--- config.mk ---
export PLATFORM = sky130hd
export DESIGN_NAME = bidir_reg_xcvr
export DESIGN_NICKNAME = d
export VERILOG_FILES = /design/src/rtl/xcvr_pkg.sv /design/src/rtl/xcvr_lane_reg.sv /design/src/rtl/xcvr_lane_path.sv /design/src/rtl/bidir_reg_xcvr.sv
export SDC_FILE = /design/constraint.sdc
export NUM_CORES = 1
export LEC_CHECK = 0
export ABC_AREA = 1
export CAP_MARGIN = 10
export CORE_UTILIZATION = 44
export CTS_CLUSTER_DIAMETER = 120
export DETAILED_ROUTE_END_ITERATION = 8
export GPL_ROUTABILITY_DRIVEN = 1
export PLACE_DENSITY = 0.85
export REMOVE_ABC_BUFFERS = 1
export SLEW_MARGIN = 30
export SYNTH_ARGS = -nofsm -noshare
export SYNTH_HDL_FRONTEND = slang
export SYNTH_SLANG_ARGS = --single-unit
--- constraint.sdc ---
create_clock -name clk -period 1.23 [get_ports clk]
set_input_delay 0.3075 -clock clk [delete_from_list [all_inputs] [get_ports clk]]
set_output_delay 0.3075 -clock clk [all_outputs]
set_load 0.005 [all_outputs]
--- src/rtl/xcvr_pkg.sv ---
package xcvr_pkg;

  typedef enum logic {
    FLOW_TO_A = 1'b0,
    FLOW_TO_B = 1'b1
  } flow_e;

  // Drive enable for one side of a lane: on only when not isolated and flow points there.
  function automatic logic side_enable(input logic isolate, input logic flow, input flow_e side);
    return !isolate && (flow == logic'(side));
  endfunction

endpackage

--- src/rtl/xcvr_lane_reg.sv ---
module xcvr_lane_reg #(
  parameter int W = 8
) (
  input  logic         clk,
  input  logic         rst_n,
  input  logic         load,
  input  logic [W-1:0] d,
  output logic [W-1:0] q
);

  always_ff @(posedge clk) begin
    if (!rst_n)    q <= '0;
    else if (load) q <= d;
  end

endmodule

--- src/rtl/xcvr_lane_path.sv ---
module xcvr_lane_path #(
  parameter int W = 8
) (
  input  logic [W-1:0] live,
  input  logic [W-1:0] stored,
  input  logic         use_stored,
  input  logic         en,
  output logic [W-1:0] q
);

  logic [W-1:0] picked;

  always_comb begin
    picked = use_stored ? stored : live;
    q      = en ? picked : '0;
  end

endmodule

--- src/rtl/bidir_reg_xcvr.sv ---
module bidir_reg_xcvr #(
  parameter int LANE_W = 8,
  parameter int LANES  = 2,
  localparam int BUS_W = LANE_W * LANES
) (
  input  logic             clk,
  input  logic             rst_n,
  input  logic [BUS_W-1:0] a_in,
  input  logic [BUS_W-1:0] b_in,
  input  logic [LANES-1:0] iso,
  input  logic [LANES-1:0] dir,
  input  logic [LANES-1:0] cap_ab,
  input  logic [LANES-1:0] cap_ba,
  input  logic [LANES-1:0] sel_ab,
  input  logic [LANES-1:0] sel_ba,
  output logic [BUS_W-1:0] a_out,
  output logic [LANES-1:0] a_oe,
  output logic [BUS_W-1:0] b_out,
  output logic [LANES-1:0] b_oe
);
  import xcvr_pkg::*;

  // Register contents brought out as named wires for the checker.
  logic [BUS_W-1:0] a_store;
  logic [BUS_W-1:0] b_store;

  for (genvar g = 0; g < LANES; g++) begin : g_lane
    localparam int LO = g * LANE_W;

    xcvr_lane_reg #(.W(LANE_W)) u_areg (
      .clk(clk), .rst_n(rst_n), .load(cap_ab[g]),
      .d(a_in[LO +: LANE_W]), .q(a_store[LO +: LANE_W])
    );

    xcvr_lane_reg #(.W(LANE_W)) u_breg (
      .clk(clk), .rst_n(rst_n), .load(cap_ba[g]),
      .d(b_in[LO +: LANE_W]), .q(b_store[LO +: LANE_W])
    );

    always_comb begin
      b_oe[g] = side_enable(iso[g], dir[g], FLOW_TO_B);
      a_oe[g] = side_enable(iso[g], dir[g], FLOW_TO_A);
    end

    xcvr_lane_path #(.W(LANE_W)) u_to_b (
      .live(a_in[LO +: LANE_W]), .stored(a_store[LO +: LANE_W]),
      .use_stored(sel_ab[g]), .en(b_oe[g]), .q(b_out[LO +: LANE_W])
    );

    xcvr_lane_path #(.W(LANE_W)) u_to_a (
      .live(b_in[LO +: LANE_W]), .stored(b_store[LO +: LANE_W]),
      .use_stored(sel_ba[g]), .en(a_oe[g]), .q(a_out[LO +: LANE_W])
    );
  end

endmodule

==> flow_summary.toml <==
[setup_path]
r2r-end = "g_lane[1].u_breg.q[6]$_SDFFE_PN0P_"
crit_start = "g_lane[1].u_breg.q[3]$_SDFFE_PN0P_"
crit_path_frequent_cell = "nand2_2"
cpMaxStageDelayCell = "dfxtp_2"
path_buf_inv = 2
worstSetupPathDepth = 5
critPathRequiredTime_ps = 920
cpPeakStageDelay_ps = 350
arrival_ps = 950
crit_chain = "inv_2 -> nand2_2 -> nand2_2 -> nor2_2 -> buf_2"
start_kind = "flop"
endpoint = "a_out[11]"
r2r_cells = 3
critPathMaxFanout = 2
setup.worst_path.end_class = "output port"
reg2reg_slack_ps = 440
timing_worst_setup_path_type = "flop to output port"
timing.rr.start = "g_lane[1].u_breg.q[6]$_SDFFE_PN0P_"
crit_family = "flip-flops"

[clocking]
cts_tree = "done"
tritoncts.num_buffers = 5
clk_latency_ps = 280
clkSinkCount = 32
clk_pin_slew_ps = 70
cts-root-buf = "clkbuf_8"
holdBufCountCts = 0
cts_buffer_depth = 2
cts_max_level = 2

[place]
io_buffers = 81
pre_cts_ws_ps = -897
dpl_cell_area_sq_um = 2670
dp_cells = 423
dp_hpwl_um = 3320
routabilityCongestion = 0.773

[synth]
synthAdderAreaFrac = 0
syn_inst = 283
synth_top_family_by_area = "simple AND/OR/NAND/NOR gates"
yosys.area_share.xor_xnor = 0
yosys.cell_types.count = 11
yosysWarnings = 0
synth_compound_gate_area_share = 0.139
syn_avg_cell_area_sq_um = 6.11
yosys-mux-area-fraction = 0
synth_area_sq_um = 1730
synth-simple-area-share = 0.365
ys_ff_latch = 32
synth-seq-area-share = 0.371

[global_routing]
busiest_layer = "met2"
grt_use_met2 = 0.476
grt_pass1_wl_um = 8480
global_route.usage.met3 = 0.0511
grt_antenna_before_repair = 0
grt_pass1_vias = 2048
grtUsageMet1 = 0.292
grt_use_total = 0.258
overflow = 0
grt_max_degree = 33

[drt]
drc = 0
via_count = 2164
drtIter0Drc = 104
wl_per_cell_um = 12.2
dr.pass1.iters = 5
vias_per_cell = 4.87
antenna_left = 0
drt_wl_total_um = 5430

[power]
peakVddDrop_mv = 0.751
finalPower_mw = 2.93
powerDensity_nw_per_um2 = 1010
leakage_nw = 1.47

[run]
maxCapViolations = 0

[cells_and_area]
post-route-util = 0.780
drive_gt1_frac = 0.457
num-nets-final = 441
area_growth_pct = 67.8
fin_area_sq_um = 2900
mostFrequentLayoutCell = "nor2_1"
diodes = 0
layoutNonFillerInstCount = 444
mostFrequentLayoutCells = "nor2_1, nand2_1, dlygate4sd2_1"

[floorplan]
dieArea_sq_um = 4180
core_area_sq_um = 3720
die_height_um = 64.7
rows = 22
num_io_pins = 82
dieWidth_um = 64.7
initial_core_util = 0.465

[sta]
fin_skew_ps = 0
hold_viol_final = 0
timing.final.crit_share = 1.02
final_max_slew_viol_count = 0
fin_setup_tns_ps = -176
tightest_slew_ps = 178
post-route-min-period_ps = 1260
slew-limit-headroom = 0.881
finalWorstSetupSlack_ps = -28.9
finalSetupViolations = 13
max_freq_mhz = 794
rsz0062_at_grt = "yes"
holdWs_ps = 399

[run_status]
status = "finished with violations"
violations = "negative setup slack"

[min_path]
holdCritPathClass = "input pin to flop"
## layout make-up
| type | instances | area, sq um |
|---|---|---|
| clock buffers | 7 | 96.3 |
| clock inverters | 1 | 30.0 |
| fillers | 301 | 817 |
| inverters | 26 | 110 |
| multi-input cells | 214 | 1020 |
| flip-flops and latches | 32 | 681 |
| well taps | 48 | 60.1 |
| repair buffers | 116 | 901 |
## power by group
part	internal (mW)	leakage [nW]	switching, mW
Clock	0.715	0.0645	0.389
Sequential	1.12	0.275	0.0501
Combinational	0.324	1.13	0.330
Total	2.16	1.47	0.769
## metal layers
| layer | share of wire | wire length, um | vias to the layer above |
|---|---|---|---|
| met5 | 0 | 0 | - |
| met4 | 0.012 | 65 | 0 |
| met3 | 0.050 | 271 | 7 |
| met2 | 0.52 | 2800 | 71 |
| met1 | 0.42 | 2300 | 994 |
| li1 | - | - | 1092 |
## worst min path at each step
stage / cells past startpoint / end / start
after floorplan: 2 / g_lane[0].u_areg.q[0]$_SDFFE_PN0P_ / a_in[0]
after global placement: 2 / g_lane[0].u_areg.q[5]$_SDFFE_PN0P_ / g_lane[0].u_areg.q[5]$_SDFFE_PN0P_
after detailed placement: 2 / g_lane[0].u_breg.q[3]$_SDFFE_PN0P_ / g_lane[0].u_breg.q[3]$_SDFFE_PN0P_
after CTS: 3 / g_lane[1].u_areg.q[6]$_SDFFE_PN0P_ / a_in[14]
after global routing: 3 / g_lane[1].u_areg.q[1]$_SDFFE_PN0P_ / a_in[9]
final: 3 / g_lane[1].u_areg.q[6]$_SDFFE_PN0P_ / a_in[14]
## synthesized netlist by cell type, drive strengths merged
library cell	count	share of area
o21ai	32	0.093
a21oi	16	0.046
buf	13	0.069
nand2	66	0.14
dfxtp	32	0.37
nor2	98	0.22
inv	26	0.056
## timing repair
item | CTS | global route
gates resized for setup | 259 | 50
buffers inserted | 5 | 5
setup endpoints to repair | 36 | 32
pin swaps | 15 | 13
cloned | 3 | 0
## flip-flops by register name (all words and copies together) (netlist names)
name             flops
g_lane.u_breg.q     16
g_lane.u_areg.q     16
## worst register-to-register path, delay by kind of cell (launching register included)
family	cells	cell delay, ps
AOI/OAI and AO/OA	1	150
and+or+nand+nor	1	80
buffers and inverters	1	120
DFF	1	330
## kinds of logic (layout without fill, tap and decap cells)
logic type / after synthesis / count (layout)
compound gates: 48 / 48
buf+inv: 39 / 150
flops: 32 / 32
simple gates: 164 / 166
No activity file was read; power rests on OpenSTA's default activity.
